**src/rtl/sc_pkg.sv**
```systemverilog
package sc_pkg;
  localparam int CARD_W  = 4;
  localparam int REG_W   = 5;
  localparam int DATA_W  = 16;
  localparam int NBYTES  = 4;
  localparam int FRAME_W = 8 * NBYTES;
  localparam int ADDR_W  = CARD_W + REG_W;

  typedef enum logic [2:0] {
    ST_IDLE, ST_START, ST_BITS, ST_STOP, ST_DONE
  } sc_state_e;

  // header: [0]=rw, [4:1]=card, [6]=broadcast, [5],[7]=0
  function automatic logic [7:0] hdr_byte(input logic rw,
                                          input logic [CARD_W-1:0] card,
                                          input logic bcast);
    return {1'b0, bcast, 1'b0, card, rw};
  endfunction

  function automatic logic [FRAME_W-1:0] frame_word(
      input logic rw, input logic [CARD_W-1:0] card, input logic bcast,
      input logic [REG_W-1:0] rg, input logic [DATA_W-1:0] wd);
    return {hdr_byte(rw, card, bcast), 3'b000, rg, wd};
  endfunction

  function automatic logic [ADDR_W-1:0] result_addr(
      input logic [CARD_W-1:0] card, input logic [REG_W-1:0] rg);
    return {card, rg};
  endfunction
endpackage

```
**src/rtl/sc_bitclk.sv**
```systemverilog
module sc_bitclk #(
  parameter int HALF_CLKS = 10
) (
  input  logic clk,
  input  logic rst_n,
  input  logic run,
  output logic phase_hi,
  output logic slot_last
);
  localparam int PERIOD = 2 * HALF_CLKS;
  localparam int CW     = (PERIOD > 1) ? $clog2(PERIOD) : 1;

  logic [CW-1:0] cnt;

  assign phase_hi  = (cnt >= CW'(HALF_CLKS));
  assign slot_last = run && (cnt == CW'(PERIOD - 1));

  always_ff @(posedge clk) begin
    if (!rst_n)         cnt <= '0;
    else if (!run)      cnt <= '0;
    else if (slot_last) cnt <= '0;
    else                cnt <= cnt + 1'b1;
  end

  // a slot never ends inside the low half
  slot_in_high_chk: assert property (@(posedge clk) disable iff (!rst_n)
    slot_last |-> phase_hi);
endmodule

```
**src/rtl/sc_tx_shift.sv**
```systemverilog
module sc_tx_shift #(
  parameter int W = 32
) (
  input  logic         clk,
  input  logic         rst_n,
  input  logic         load,
  input  logic [W-1:0] load_val,
  input  logic         shift,
  output logic         msb
);
  logic [W-1:0] sreg;

  assign msb = sreg[W-1];

  always_ff @(posedge clk) begin
    if (!rst_n)     sreg <= '0;
    else if (load)  sreg <= load_val;
    else if (shift) sreg <= {sreg[W-2:0], 1'b0};
  end
endmodule

```
**src/rtl/sc_rx_shift.sv**
```systemverilog
module sc_rx_shift #(
  parameter int W = 16
) (
  input  logic         clk,
  input  logic         rst_n,
  input  logic         clr,
  input  logic         shift,
  input  logic         din,
  output logic [W-1:0] dout
);
  always_ff @(posedge clk) begin
    if (!rst_n)     dout <= '0;
    else if (clr)   dout <= '0;
    else if (shift) dout <= {dout[W-2:0], din};
  end

  // collection never clears and shifts at once
  rx_excl_chk: assert property (@(posedge clk) disable iff (!rst_n)
    !(clr && shift));
endmodule

```
**src/rtl/sc_bus_master.sv**
```systemverilog
module sc_bus_master
  import sc_pkg::*;
#(
  parameter int HALF_CLKS = 10
) (
  input  logic              clk,
  input  logic              rst_n,
  input  logic              cmd_valid,
  input  logic              cmd_rw,
  input  logic [CARD_W-1:0] cmd_card,
  input  logic              cmd_bcast,
  input  logic [REG_W-1:0]  cmd_reg,
  input  logic [DATA_W-1:0] cmd_wdata,
  output logic              busy,
  output logic              scl,
  output logic              sda_out,
  input  logic              sda_in,
  output logic              res_we,
  output logic [ADDR_W-1:0] res_addr,
  output logic [DATA_W-1:0] res_data,
  output logic              res_err
);
  localparam logic [3:0] ACK_BIT   = 4'd8;
  localparam logic [1:0] LAST_BYTE = 2'(NBYTES - 1);

  sc_state_e         fsm;
  logic [3:0]        bit_idx;
  logic [1:0]        byte_idx;
  logic              rw_q, bcast_q, err_q;
  logic [CARD_W-1:0] card_q;
  logic [REG_W-1:0]  reg_q;

  // named events
  logic accept, run, phase_hi, slot_last;
  logic ack_slot, data_phase, rx_slot, nack_abort, bit_end;
  logic tx_bit;
  logic [DATA_W-1:0] rx_data;

  assign accept     = (fsm == ST_IDLE) && cmd_valid;
  assign run        = (fsm == ST_START) || (fsm == ST_BITS) || (fsm == ST_STOP);
  assign ack_slot   = (bit_idx == ACK_BIT);
  assign data_phase = byte_idx[1];
  assign bit_end    = (fsm == ST_BITS) && slot_last;
  assign rx_slot    = rw_q && data_phase && !ack_slot;
  assign nack_abort = bit_end && ack_slot && sda_in && !bcast_q;

  sc_bitclk #(.HALF_CLKS(HALF_CLKS)) u_bitclk (
    .clk(clk), .rst_n(rst_n), .run(run),
    .phase_hi(phase_hi), .slot_last(slot_last));

  sc_tx_shift #(.W(FRAME_W)) u_tx (
    .clk(clk), .rst_n(rst_n), .load(accept),
    .load_val(frame_word(cmd_rw, cmd_card, cmd_bcast, cmd_reg, cmd_wdata)),
    .shift(bit_end && !ack_slot), .msb(tx_bit));

  sc_rx_shift #(.W(DATA_W)) u_rx (
    .clk(clk), .rst_n(rst_n), .clr(accept),
    .shift(bit_end && rx_slot), .din(sda_in), .dout(rx_data));

  always_ff @(posedge clk) begin
    if (!rst_n) begin
      fsm      <= ST_IDLE;
      bit_idx  <= '0;
      byte_idx <= '0;
      rw_q     <= 1'b0;
      bcast_q  <= 1'b0;
      err_q    <= 1'b0;
      card_q   <= '0;
      reg_q    <= '0;
    end else begin
      unique case (fsm)
        ST_IDLE: if (accept) begin
          rw_q     <= cmd_rw;
          bcast_q  <= cmd_bcast;
          card_q   <= cmd_card;
          reg_q    <= cmd_reg;
          err_q    <= 1'b0;
          bit_idx  <= '0;
          byte_idx <= '0;
          fsm      <= ST_START;
        end
        ST_START: if (slot_last) fsm <= ST_BITS;
        ST_BITS: if (slot_last) begin
          if (!ack_slot) begin
            bit_idx <= bit_idx + 4'd1;
          end else if (nack_abort) begin
            err_q <= 1'b1;
            fsm   <= ST_STOP;
          end else if (byte_idx == LAST_BYTE) begin
            fsm <= ST_STOP;
          end else begin
            byte_idx <= byte_idx + 2'd1;
            bit_idx  <= '0;
          end
        end
        ST_STOP: if (slot_last) fsm <= ST_DONE;
        ST_DONE: fsm <= ST_IDLE;
        default: fsm <= ST_IDLE;
      endcase
    end
  end

  always_comb begin
    scl     = 1'b1;
    sda_out = 1'b1;
    unique case (fsm)
      ST_START: sda_out = !phase_hi;
      ST_BITS: begin
        scl     = phase_hi;
        sda_out = (ack_slot || (rw_q && data_phase)) ? 1'b1 : tx_bit;
      end
      ST_STOP: begin
        scl     = phase_hi;
        sda_out = 1'b0;
      end
      default: ;
    endcase
  end

  assign busy     = (fsm != ST_IDLE);
  assign res_we   = (fsm == ST_DONE);
  assign res_addr = result_addr(card_q, reg_q);
  assign res_data = (rw_q && !err_q) ? rx_data : '0;
  assign res_err  = err_q;


  idle_lines_chk: assert property (@(posedge clk) disable iff (!rst_n)
    !busy |-> (scl && sda_out && !res_we));

  ignore_busy_chk: assert property (@(posedge clk) disable iff (!rst_n)
    (cmd_valid && busy && fsm != ST_START) |=> fsm != ST_START);

  start_edge_chk: assert property (@(posedge clk) disable iff (!rst_n)
    ($fell(sda_out) && scl && $past(scl)) |-> fsm == ST_START);

  stop_edge_chk: assert property (@(posedge clk) disable iff (!rst_n)
    ($rose(sda_out) && scl && $past(scl)) |-> fsm == ST_DONE);

  bcast_no_err_chk: assert property (@(posedge clk) disable iff (!rst_n)
    (res_we && bcast_q) |-> !res_err);

  res_pulse_chk: assert property (@(posedge clk) disable iff (!rst_n)
    res_we |=> (!res_we && !busy));

  write_zero_chk: assert property (@(posedge clk) disable iff (!rst_n)
    (res_we && !rw_q) |-> res_data == '0);
endmodule

```
**config.mk**
```make
export PLATFORM = sky130hd
export DESIGN_NAME = sc_bus_master
export DESIGN_NICKNAME = d
export VERILOG_FILES = /design/src/rtl/sc_pkg.sv /design/src/rtl/sc_bitclk.sv /design/src/rtl/sc_tx_shift.sv /design/src/rtl/sc_rx_shift.sv /design/src/rtl/sc_bus_master.sv
export SDC_FILE = /design/constraint.sdc
export NUM_CORES = 1
export LEC_CHECK = 0
export CAP_MARGIN = 10
export CORE_MARGIN = 2
export CORE_UTILIZATION = 45
export DETAILED_ROUTE_END_ITERATION = 7
export PLACE_DENSITY = 0.77
export SLEW_MARGIN = 20
export SYNTH_ARGS = -nofsm -noshare
export SYNTH_HDL_FRONTEND = slang
export SYNTH_HIERARCHICAL = 1
export SYNTH_SLANG_ARGS = --single-unit
```
**constraint.sdc**
```tcl
create_clock -name clk -period 2.7 [get_ports clk]
set_input_delay 0.54 -clock clk [delete_from_list [all_inputs] [get_ports clk]]
set_output_delay 0.54 -clock clk [all_outputs]
set_load 0.02 [all_outputs]
```
**Yosys cells after proc, flatten, opt, wreduce, memory -nomap -nowiden**

Index checks and enable logic that the tools add are counted.

- Flip-flop bits (word level): 74
- Input bits: 31
- Output and inout bits: 30

- $add $sub $neg: 3
- $lt $le $gt $ge: 1
- Eq/ne operators: 18
- Muxes and demuxes: 31
- Bitwise gates (word level): 2
- Reductions and logical operators: 30

Operator list:

| cell | count |
|---|---|
| $mux W31 | 2 |
| $mux W3 | 7 |
| $mux W4 | 5 |
| $mux W16 | 1 |
| $ne A2 B2 Y1 const B | 8 |
| $pmux W3 S4 | 1 |
| $reduce_and A6 Y1 | 2 |
| $logic_and A1 B1 Y1 | 11 |
| $mux W2 | 5 |
| $reduce_and A5 Y1 | 2 |
| $pmux W4 S2 | 1 |
| $eq A3 B2 Y1 const B | 2 |
| $mux W1 | 6 |
| $ne A3 B3 Y1 const B | 2 |
| $add A5 B1 Y5 const B | 1 |
| $eq A5 B5 Y1 const B | 1 |
| $ge A5 B4 Y1 const B | 1 |
| $add A4 B1 Y4 const B | 1 |
| $eq A4 B4 Y1 const B | 1 |
| $logic_not A1 Y1 | 4 |
| $pmux W2 S2 | 1 |
| $reduce_bool A2 Y1 | 2 |
| $reduce_or A2 Y1 | 2 |
| $eq A3 B1 Y1 const B | 1 |
| other kinds (12) | 15 |

**Depth between registers and ports, before layout**

Gate-level depths: netlist of run 1.

- Word-level depth: 12
- Depth in mapped cells: 10

**Modules after synthesis**

Netlist of run 1, hierarchy kept.

Modules (own cells, without submodules):

| module | times used | cells each | area an instance (µm²) | seq. area each (µm²) |
|---|---|---|---|---|
| sc_tx_shift | 1 | 141 | 1,724.2 | 640.6 |
| sc_bus_master | 1 | 147 | 1,147.4 | 420.4 |
| sc_rx_shift | 1 | 53 | 594.3 | 320.3 |
| sc_bitclk | 1 | 23 | 254.0 | 100.1 |

**Worst setup path before layout of run 1**

Ideal clock, no wire load.

- Kind: reg-to-reg
- From: register fsm[0]
- To: register u_tx.sreg[10]
- Setup time: 116 ps
- Arrival: 2,031 ps
- Data required time: 2,584 ps
- Slack: 553 ps
- Stages on the path, launching flop included: 9
- Period minus slack after synthesis: 2,147 ps
- Path through: dfxtp_1 -> buf_2 -> or3b_4 -> nor2_1 -> and2_1 -> buf_6 -> buf_6 -> mux2_4 -> o211a_1

- Longest elaborated chain between the ends: 7
- Elaborated cells between the ends (all ways): 12

RTL lines:

| what | line | source |
|---|---|---|
| start, declared | sc_bus_master.sv:26 | `sc_state_e fsm;` |
| start signal, assigned | sc_bus_master.sv:62 | `fsm <= ST_IDLE;` |
| start signal, assigned | sc_bus_master.sv:80 | `fsm <= ST_START;` |
| start signal, assigned | sc_bus_master.sv:82 | `ST_START: if (slot_last) fsm <= ST_BITS;` |
| $eq A3 B1 Y1 / $eq A3 B2 Y1 (equally long branches) | sc_bus_master.sv:40, sc_bus_master.sv:43 |  |
| $logic_or A1 B1 Y1 (2 in a row) | sc_bus_master.sv:40 | `assign run = (fsm == ST_START) \|\| (fsm == ST_BITS) \|\| (fsm == ST_STOP);` |
| $logic_and A1 B1 Y1 | sc_bitclk.sv:16 | `assign slot_last = run && (cnt == CW'(PERIOD - 1));` |
| $logic_and A1 B1 Y1 | sc_bus_master.sv:43 | `assign bit_end = (fsm == ST_BITS) && slot_last;` |
| $logic_and A1 B1 Y1 | sc_bus_master.sv:54 | `.shift(bit_end && !ack_slot), .msb(tx_bit));` |
| $reduce_bool A2 Y1 (no source line) | -- |  |
| end signal, assigned | sc_tx_shift.sv:17 | `else if (load) sreg <= load_val;` |
| end signal, assigned | sc_tx_shift.sv:18 | `else if (shift) sreg <= {sreg[W-2:0], 1'b0};` |
| end, declared | sc_tx_shift.sv:11 | `logic [W-1:0] sreg;` |

Several ways; a longest one is shown, not always the timed one.
A chain may end at the register's enable or synchronous reset.

**Worst setup path in the final report of run 1**

- From: register u_bitclk.cnt[0]
- To: output port scl

- Longest elaborated chain between the ends: 2

RTL lines:

| what | line | source |
|---|---|---|
| start, declared | sc_bitclk.sv:13 | `logic [CW-1:0] cnt;` |
| start signal, assigned | sc_bitclk.sv:22 | `else cnt <= cnt + 1'b1;` |
| $ge A5 B4 Y1 | sc_bitclk.sv:15 | `assign phase_hi = (cnt >= CW'(HALF_CLKS));` |
| net phase_hi | sc_bus_master.sv:34 | `logic accept, run, phase_hi, slot_last;` |
| $mux W1 | sc_bus_master.sv:106 | `unique case (fsm)` |
| end, declared | sc_bus_master.sv:15 | `output logic scl,` |

The timed path passes the listed nets, and every way through them passes these cells.

==> results by stage, run 1 <==
Worst setup path:
- The data required time at the worst endpoint is 2.16 ns.
- The critical path in this run is classified as flip-flop to output port.
- The worst setup path is captured at an output port.
- The data arrival time of the worst path is ~1.9 ns.
- The worst setup path is launched from a flip-flop.
- The critical-path maximum fanout is 4.

Die:
- The vertical die dimension is 94.9 um.
- The floorplan die area is approximately 9000 um^2.
- The row count is 33.
- For this configuration, the core starts out at a cell density of 0.457.
- The core area is 8130 um^2.
- between 60 and 70 I/O pins were placed.
- The width of the die is 94.9 um.

Hold path:
- The class of the most critical hold timing path is flip-flop to flip-flop.

Flow run:
- Max-cap violations in this run came to 0.

CTS:
- The clock passes through at most 2 buffers.
- The H-tree was split into 3 levels.
- TritonCTS built the clock tree.
- The total number of clock tree sinks is 74.
- The number of buffers inserted by post-CTS setup repair is 0.
- The clock-pin slew reported for the worst setup and hold paths after clock tree synthesis is roughly 0.080 ns.
- The clock reaches the later pin of the worst-skew pair after 0.34 ns.
- Hold repair after CTS inserted 0 buffers.
- In this run, post-CTS repair resized a total of 2 instances.
- The cell at the root of the clock tree is sky130_fd_sc_hd__clkbuf_8.
- The number of buffers created by CTS is 9.

Route:
- The number of vias per cell after detailed routing is ~5.1.
- The count of nets left with antenna violations once routing finished came out at 0.
- For this run, design rule violations remaining after detail routing come to 0.
- Across all layers, the routed design uses between 2000 and 3000 vias.
- The routed design has 7130 um of wire.
- The number of DRC markers after the initial detailed-route iteration is approximately 110.
- The first-pass detailed-route iteration total is 5.
- After detailed routing, the average wire length per cell comes to 13.3 um.

STA:
- The remaining max-slew budget at the tightest pin is 0.627.
- Clock skew on the completed layout was measured at between 0.009 and 0.01 ns.
- The number of failing hold endpoints at the final stage came to 0.
- For the pin with the worst max-slew slack, the measured transition is 0.560 ns.
- Timing would allow up to approximately 400 MHz.
- After layout, the worst setup slack is approximately 0.24 ns.
- The clock period minus final worst setup slack is ~2.5 ns.
- In the finished design, the share of the clock period the worst path needs comes to 0.910.
- The max-slew violation count is 0.
- The number of failing setup endpoints in the final timing report is 0.
- Adding up every negative setup slack in the final design gives 0 ns.
- Setup repair after global routing left no endpoint under its margin.

Yosys:
- The dominant synthesized flop cell is sky130_fd_sc_hd__dfxtp_1.
- After synthesis, the largest family of logic cells by area is simple AND/OR/NAND/NOR gates.
- The proportion of register bits with asynchronous set or reset after synthesis is 0.
- Synthesis handed over a netlist of between 300 and 400 instances.
- The xor/xnor share of the synthesized area is 0.00942.
- After synthesis the cells add up to 3720 um^2.
- The portion of netlist area occupied by mux cells is 0.172.
- The post-synthesis share of cell area spent on full adders, half adders and majority gates is 0.0168.
- Of the total synthesized cell area, the portion taken by AND, OR, NAND and NOR gates is 0.219.
- Dividing the synthesized area by the synthesized cell count gives a little over 10 um^2.
- The number of enable-type register cells in the synthesized netlist is 0.
- The share of the Yosys chip area taken by registers is 0.398.
- The compound-gate portion of the synthesized area came to 0.131.
- The synthesized netlist contains 49 unique library cells.
- The number of synthesized register bits is 74.
- The Yosys step of the flow raised 6 warnings.

Placed design:
- Prior to clock tree synthesis, the placed netlist has a worst setup slack of between 0.3 and 0.4 ns.
- The global placement routability congestion is just under 0.8.
- The placed instances occupy a cell area of between 4000 and 5000 um^2.
- The placed wire-length estimate after detailed placement is approximately 5000 um.
- The count of buffers added on input and output ports is 60.
- The cell count after placement is 520.

Global routing:
- The first global-routing pass estimated 12100 um of wire.
- The number of global-route vias before repair was 2685.
- The leftover overflow at the end of global routing is 0.
- Entering global routing, the biggest net connects 40 pins.
- The initial antenna violation count is 0.
- The global-route usage over all layers is 0.171.

Final layout:
- The final non-filler cell total is about 540.
- The area growth from synthesis to layout is 23.9%.
- After filler insertion, the fill cell instance count of the layout stands at 733.
- In the final layout, the share of cells above drive strength 1 is 0.172.
- The total number of nets in the final design is roughly 460.
- The cell area after layout is about 4600 um^2.
- 0 antenna diodes ended up in the layout.

Power and ir drop:
- The leakage power is about 2.0 nW.
- The net switching power is between 0.7 and 0.8 mW.
- After layout, the design draws a total of 2.73 mW.
- The relative contribution of sequential cells to total power is 0.466.
- The relative contribution of the clock network to total power is 0.310.
- The ratio of total power to cell area is roughly 590 nW/um^2.
- The worst voltage drop across the vdd grid is between 0.0002 and 0.00025 V.
- The net switching fraction of the power is 0.275.
- The internal cell power is approximately 2.0 mW.
- Of the total power, combinational logic draws 0.224.

Outcome:
- The flow ran to the end, and the final reports show no timing, DRC or antenna violations.
power groups by stage:
stage | clock, mW | sequential, mW | combinational [mW]
after floorplan | 0 | 1.29 | 0.432
after global placement | 0 | 1.29 | 0.598
after detailed placement | 0 | 1.30 | 0.614
after CTS | 0.867 | 1.27 | 0.617
after global routing | 0.918 | 1.29 | 0.666
final | 0.848 | 1.27 | 0.611
per-stage QoR:
stage / hold slack (ns) / utilization
floorplan: 0.432 / -
global route: 0.471 / 0.567
detailed placement: 0.453 / 0.542
finish: 0.463 / 0.567
global placement: 0.443 / 0.542
CTS: 0.464 / 0.566
cell usage in the layout (no fill, tap or decap), drive strengths merged, types with 6 or more instances in the layout:
| cell type | Yosys | routed |
|---|---|---|
| dfxtp | 74 | 74 |
| clkdlybuf4s50 | 0 | 58 |
| nand2 | 34 | 34 |
| o211a | 32 | 32 |
| mux2 | 32 | 32 |
| nor2 | 27 | 27 |
| nand2b | 23 | 23 |
| and2 | 19 | 19 |
| mux2i | 17 | 17 |
| a21oi | 16 | 16 |
| clkbuf | 9 | 11 |
| or2b | 10 | 10 |
| buf | 14 | 10 |
| nor3 | 6 | 6 |
| inv | 6 | 6 |
area by class of cell:
class	count	area [um^2]	share of cell area
Multi-Input combinational cell	264	2060	0.448
Sequential cell	74	1480	0.321
Timing Repair Buffer	70	711	0.154
Clock buffer	11	141	0.0307
Tap cell	105	131	0.0285
Clock inverter	5	53.8	0.0117
Inverter	7	26.3	0.00570
cells by family after synthesis:
family | count (synthesis)
simple gates | 141
other cells | 1
flops | 74
xor+xnor | 4
fa+ha+maj | 5
compound gates | 60
buf+inv | 30
mux | 49
path summary, 6_finish.rpt:
check,startpoint,end,slack [ns],depth (start not counted)
max reg2reg,fsm[1],u_tx/sreg[31],0.29,6
max,u_bitclk/cnt[0],scl,0.24,6
min reg2reg,bcast_q,bcast_q,0.46,2
min,bcast_q,bcast_q,0.46,2
synth_stat cells (2+ instances only):
master / instances / area share
sky130_fd_sc_hd__and3_1: 2 / 0.0034
sky130_fd_sc_hd__o22ai_1: 2 / 0.0034
sky130_fd_sc_hd__dfxtp_1: 74 / 0.40
sky130_fd_sc_hd__mux2_2: 3 / 0.0091
sky130_fd_sc_hd__buf_4: 2 / 0.0040
sky130_fd_sc_hd__or2b_1: 10 / 0.020
sky130_fd_sc_hd__ha_1: 5 / 0.017
sky130_fd_sc_hd__and3b_1: 2 / 0.0047
sky130_fd_sc_hd__nor2_2: 5 / 0.0084
sky130_fd_sc_hd__mux2_4: 29 / 0.12
sky130_fd_sc_hd__or3_1: 2 / 0.0034
sky130_fd_sc_hd__buf_6: 7 / 0.021
sky130_fd_sc_hd__nor3_1: 6 / 0.0081
sky130_fd_sc_hd__inv_1: 6 / 0.0061
sky130_fd_sc_hd__o21ai_0: 4 / 0.0054
sky130_fd_sc_hd__o31ai_1: 2 / 0.0040
sky130_fd_sc_hd__buf_2: 4 / 0.0054
sky130_fd_sc_hd__o211a_1: 32 / 0.086
sky130_fd_sc_hd__nand3_1: 4 / 0.0054
sky130_fd_sc_hd__nor2_1: 22 / 0.022
sky130_fd_sc_hd__xnor2_1: 2 / 0.0047
sky130_fd_sc_hd__xor2_1: 2 / 0.0047
sky130_fd_sc_hd__clkbuf_1: 8 / 0.0081
sky130_fd_sc_hd__and2_1: 18 / 0.030
sky130_fd_sc_hd__a21oi_1: 16 / 0.022
sky130_fd_sc_hd__mux2i_1: 17 / 0.046
sky130_fd_sc_hd__nand2b_1: 23 / 0.039
sky130_fd_sc_hd__nand2_1: 34 / 0.034
routing by layer:
metal	track usage	vias to the layer above	wire, um
li1	-	1382	-
met1	0.208	1276	3260
met2	0.295	54	3530
met3	0.0327	6	242
met4	0.0725	0	98
met5	0	-	0
state kept, by name, summed over array words and instances, names as in the netlist:
name	count
bcast_q	1
bit_idx	4
byte_idx	2
card_q	4
fsm	3
reg_q	5
res_err	1
rw_q	1
u_bitclk/cnt	5
u_rx/dout	16
u_tx/sreg	32
critical path: stages, from the launching register on:
cell and delay [ns]:
sky130_fd_sc_hd__dfxtp_1 0.39, sky130_fd_sc_hd__inv_1 0.06, sky130_fd_sc_hd__ha_1 0.20, sky130_fd_sc_hd__o31ai_2 0.21
sky130_fd_sc_hd__nand2b_1 0.09, sky130_fd_sc_hd__or3_1 0.30, sky130_fd_sc_hd__dlygate4sd2_1 0.32
Note: power is estimated with default switching activity, not from simulation.
==> run 2, diff against run 1 <==
--- a/config.mk
+++ b/config.mk
@@ -5,6 +5,7 @@
 export SDC_FILE = /design/constraint.sdc
 export NUM_CORES = 1
 export LEC_CHECK = 0
+export ABC_AREA = 1
 export CAP_MARGIN = 10
 export CORE_MARGIN = 2
 export CORE_UTILIZATION = 45
==> run 2 against run 1 <==
Net effect:
- first-iteration DRC count rose by 110%
- sequential power grew 10%
- cell count rose by 32%
- via count rose by 27%
- clock skew up 0.0012 ns
- cell area fell by 1.6%
- critical path depth decreased by 2
- combinational power increased by 83%
- critical path type unchanged
- largest power group unchanged
- highest routed layer unchanged
==> results by stage, run 2 <==
Power and ir drop:
- The net switching power came to 1.22 mW (+63%).
- The internal cell power is 2.17 mW (+9.4%).
- The combinational share of power is 0.330 (+0.106).
- The leakage power is 2.01 nW (-0.80%).
- The relative contribution of the clock network to total power was 0.257 (-0.053).
- The net switching fraction of the power is 0.361 (+0.0860).
- The ratio of total power to cell area is 748 nW/um^2 (+26%).
- The worst voltage drop across the vdd grid is 0.000296 V (+23%).
- The relative contribution of sequential cells to total power is 0.413 (-0.053).

Yosys:
- The compound-gate portion of the synthesized area is 0.0781 (-0.0527).
- The proportion of register bits with asynchronous set or reset after synthesis is 0 (unchanged).
- The mean cell area of the mapped netlist came to 6.88 um^2 (-33%).
- The cell accounting for the most synthesized area is sky130_fd_sc_hd__dfxtp_1.
- The number of enable-type register cells in the synthesized netlist was 0 (unchanged).
- The gate count of the mapped netlist is 540 (+48%).
- The post-synthesis share of cell area spent on full adders, half adders and majority gates is 0.0168 (+0.0000170).
- The portion of netlist area occupied by mux cells came to 0 (-0.172).
- The number of synthesized register bits was 74 (unchanged).
- The portion of synthesized cell area occupied by the leading cell type is 0.399 (+0.000402).
- In the post-synthesis netlist, the biggest area contributors are sky130_fd_sc_hd__dfxtp_1, sky130_fd_sc_hd__nand2_1, sky130_fd_sc_hd__nand3_1, sky130_fd_sc_hd__inv_1, sky130_fd_sc_hd__nor2_1.
- The distinct cell type count after synthesis is 31 (-37%).
- The xor/xnor share of the synthesized area is 0.00471 (-0.00470).
- The part of the Yosys area used for sequential elements is 0.399 (+0.000402).
- After synthesis, the largest family of logic cells by area is simple AND/OR/NAND/NOR gates.
- Ranked by instance count, the synthesized netlist is headed by sky130_fd_sc_hd__nand2_1, sky130_fd_sc_hd__dfxtp_1, sky130_fd_sc_hd__inv_1.
- The mapped cell area is 3720 um^2 (-0.10%).
- sky130_fd_sc_hd__nand2_1 is the most common cell in the netlist.
- The number of warnings reported in the yosys synthesis log is 6 (unchanged).
- The simple-gate portion of the synthesized area is 0.366 (+0.146).
- Among all flip-flop cells after synthesis, the most frequent one is sky130_fd_sc_hd__dfxtp_1.

Final layout:
- The area overhead of the layout relative to synthesis is 22.1%.
- The largest registers in the layout are u_tx/sreg x32, u_rx/dout x16.
- The number of fillers in the final layout is 785 (+7.1%).
- The footprint of the flip-flops and latches came to 1480 um^2 (unchanged).
- The fraction of layout cells with a size suffix above 1 is 0.113 (-0.0587).
- The count of inserted antenna diode cells is 0 (unchanged).
- The top register by number of flip-flops is u_tx/sreg.
- The total area of multi-input combinational cells is 1760 um^2 (-15%).
- The final non-filler cell total came to 707 (+32%).
- The total number of nets in the final design came to 633 (+37%).
- The flip-flop count of the largest register after layout was 32 (unchanged).
- In the layout the commonest cells are sky130_fd_sc_hd__nand2_1, sky130_fd_sc_hd__dfxtp_1, sky130_fd_sc_hd__inv_1.
- The library cell used most frequently in the layout, excluding fill and tap cells, is sky130_fd_sc_hd__nand2_1.

Placed design:
- The cell count after placement came to 691 (+33%).
- The global placement routability congestion is 0.792 (-0.23%).
- The number of buffers added on ports is 60 (unchanged).
- The setup slack at placement is 0.410 ns (+0.107 ns).
- The placed wire-length estimate after detailed placement was 5730 um (+13%).

Worst setup path:
- The source of the worst register-to-register timing path is fsm[0].
- The worst setup slack for register-to-register paths is 0.46 ns (+0.17 ns).
- The data arrival time of the worst path is 1.88 ns (-0.04 ns).
- The launching element type of the critical path is a flip-flop.
- The depth of the worst register-to-register path was 13 (+7).
- The worst setup path is of the flip-flop to output port kind.
- The worst setup path is captured at an output port.
- The reg-to-reg endpoint is u_tx/sreg[28].
- The critical-path maximum fanout is 16 (+12).
- The data required time at the worst endpoint is 2.16 ns (about the same).

Route:
- The number of DRC markers after the initial detailed-route iteration is 231 (+110%).
- The routed wire length per instance is 11.5 um (-13%).
- The via count of the routed design is 3452 (+27%).
- The wire length after detailed routing is 8130 um (+14%).
- The post-route antenna net violation count was 0 (unchanged).
- The first-pass detailed-route iteration total is 4 (-1).
- The number of vias per cell after detailed routing is 4.88 (-3.7%).
- The total DRC errors in the routed layout is 0 (unchanged).

STA:
- The post-route setup TNS was 0 ns (unchanged).
- The clock period minus final worst setup slack is 2.42 ns (-0.0333 ns).
- The max-slew violation count came to 0 (unchanged).
- Setup repair after global routing left no endpoint under its margin.
- The worst setup margin was 0.277 ns (+0.0333 ns).
- The number of failing setup endpoints in the final timing report is 0 (unchanged).
- The worst clock skew is 0.0104 ns (+0.00120 ns).
- The achievable frequency is 413 MHz (+1.4%).
- The ratio of final minimum period to clock period is 0.897 (-0.0123).
- The transition time of the tightest slew-check pin is 0.916 ns (+0.356 ns).
- The remaining max-slew budget at the tightest pin came to 0.389 (-0.238).
- The number of failing hold endpoints at the final stage is 0 (unchanged).

Flow run:
- The count of maximum capacitance violations is 0 (unchanged).

Global routing:
- The leftover overflow at the end of global routing is 0 (unchanged).
- The global routing usage on met1 was 0.229 (+0.0213).
- The initial antenna violation count is 0 (unchanged).
- The global routing met3 resource utilization is 0.0255 (-0.00718).
- The pin count of the biggest net entering global routing is 32 (-20%).
- The first-pass GRT wire length is 13800 um (+14%).
- The global routing usage on met2 is 0.343 (+0.0479).
- met2 is the most crowded layer.
- The number of global-route vias before repair is 3154 (+17%).
- The global-route usage over all layers is 0.190 (+0.0193).

CTS:
- The cts-stage hold buffer count is 0 (unchanged).
- The insertion delay of the later-clocked pin in the worst-skew pair came to 0.34 ns (about the same).
- The total number of clock tree sinks is 74 (unchanged).
- The TritonCTS clock tree is built.
- The number of buffers inserted by post-CTS setup repair was 0 (unchanged).
- The clock-pin slew reported for the worst setup and hold paths after clock tree synthesis came to 0.08 ns (about the same).
- The clock tree buffer depth is 2 (unchanged).
- The root buffer cell chosen for the clock tree is sky130_fd_sc_hd__clkbuf_8.
- The number of buffers created by CTS was 9 (unchanged).
- The deepest level of the CTS H-tree is 3 (unchanged).

Die:
- The floorplan die area is 9000 um^2 (about the same).
- The vertical die dimension is 94.9 um (about the same).
- The core area is 8090 um^2 (-0.51%).
- The initial core utilization is 0.459 (+0.00187).
- The width of the die is 94.9 um (about the same).
- The I/O pin count came to 61 (unchanged).
- The row count is 33 (unchanged).

Hold path:
- The class of the most critical hold timing path is flip-flop to flip-flop.
- The launch instance of the worst min-delay path is u_rx/dout[15].
- The instance count along the most critical hold path is 2 (unchanged).
- The worst-case hold path end point is u_rx/dout[15].

Outcome:
- The run finished with clean final reports.
run 2: changes by cell type in the layout (fill, tap and decap cells not counted), sizes merged, moves of 3 or more:
cell	change
nand4	+4
inv	+68
or3b	-3
or2b	-10
mux2	-32
o211a	-32
o21ai	+12
nand3	+66
nand2b	-23
a21oi	+13
nand2	+131
nor2	+34
mux2i	-17
and2	-19
run 2: critical path, cell delays in order, from the launching register on:
cell and delay (ns):
sky130_fd_sc_hd__dfxtp_1 0.33, sky130_fd_sc_hd__inv_1 0.05, sky130_fd_sc_hd__or2_2 0.40, sky130_fd_sc_hd__nor2_1 0.14, sky130_fd_sc_hd__clkdlybuf4s50_1 0.62
run 2: through the flow:
stage / cell area (um^2) / hold slack (ns) / total power, mW / util
5_1_grt: 4540 / 0.483 / 3.62 / 0.560
3_3_place_gp: 4330 / 0.452 / 2.50 / 0.535
3_5_place_dp: 4330 / 0.460 / 2.54 / 0.535
2_1_floorplan: 3730 / 0.428 / 2.25 / -
4_1_cts: 4530 / 0.472 / 3.42 / 0.560
6_report: 4540 / 0.471 / 3.39 / 0.560
run 2: cells by family (layout without fill, tap and decap cells):
group / count (synthesis) / in the layout
AO/OA/AOI/OAI: 48 / 48
XOR/XNOR: 2 / 2
adder cells (fa/ha/maj): 5 / 5
buffers and inverters: 101 / 159
flip-flops: 74 / 74
other: 1 / 5
AND/OR/NAND/NOR: 309 / 309
run 2: power groups by stage:
stage | logic [mW] | clock network [mW] | registers [mW]
after floorplan | 0.815 | 0 | 1.43
after global placement | 1.09 | 0 | 1.41
after detailed placement | 1.12 | 0 | 1.42
after CTS | 1.13 | 0.891 | 1.40
after global routing | 1.26 | 0.938 | 1.42
final | 1.12 | 0.874 | 1.40
run 2: area by class of cell:
type / instances / area share
Clock buffer: 11 / 0.0334
Multi-Input combinational cell: 369 / 0.388
Tap cell: 105 / 0.0290
Clock inverter: 5 / 0.0116
Sequential cell: 74 / 0.327
Inverter: 74 / 0.0629
Timing Repair Buffer: 69 / 0.148
run 2: what timing repair did:
| action | in CTS | in global routing |
|---|---|---|
| hold endpoints to repair | 0 | 0 |
| gates resized for setup | 0 | 2 |
| setup endpoints to repair | 0 | 2 |
run 2: worst max path at each step:
stage                                from  slack [ns]      endpoint
after CTS                 u_bitclk/cnt[0]        0.04           scl
after global placement          cmd_valid        0.45  u_tx/sreg[5]
after floorplan                   res_err        0.84   res_data[0]
after global routing              res_err        0.18  res_data[12]
final                                rw_q        0.28   res_data[3]
after detailed placement  u_bitclk/cnt[0]        0.41           scl
run 2: per-layer routing:
layer  up-vias  share of wire
met3        11          0.035
met1      1586           0.45
li1       1783              -
met5         -              0
met4         0          0.015
met2        72           0.50
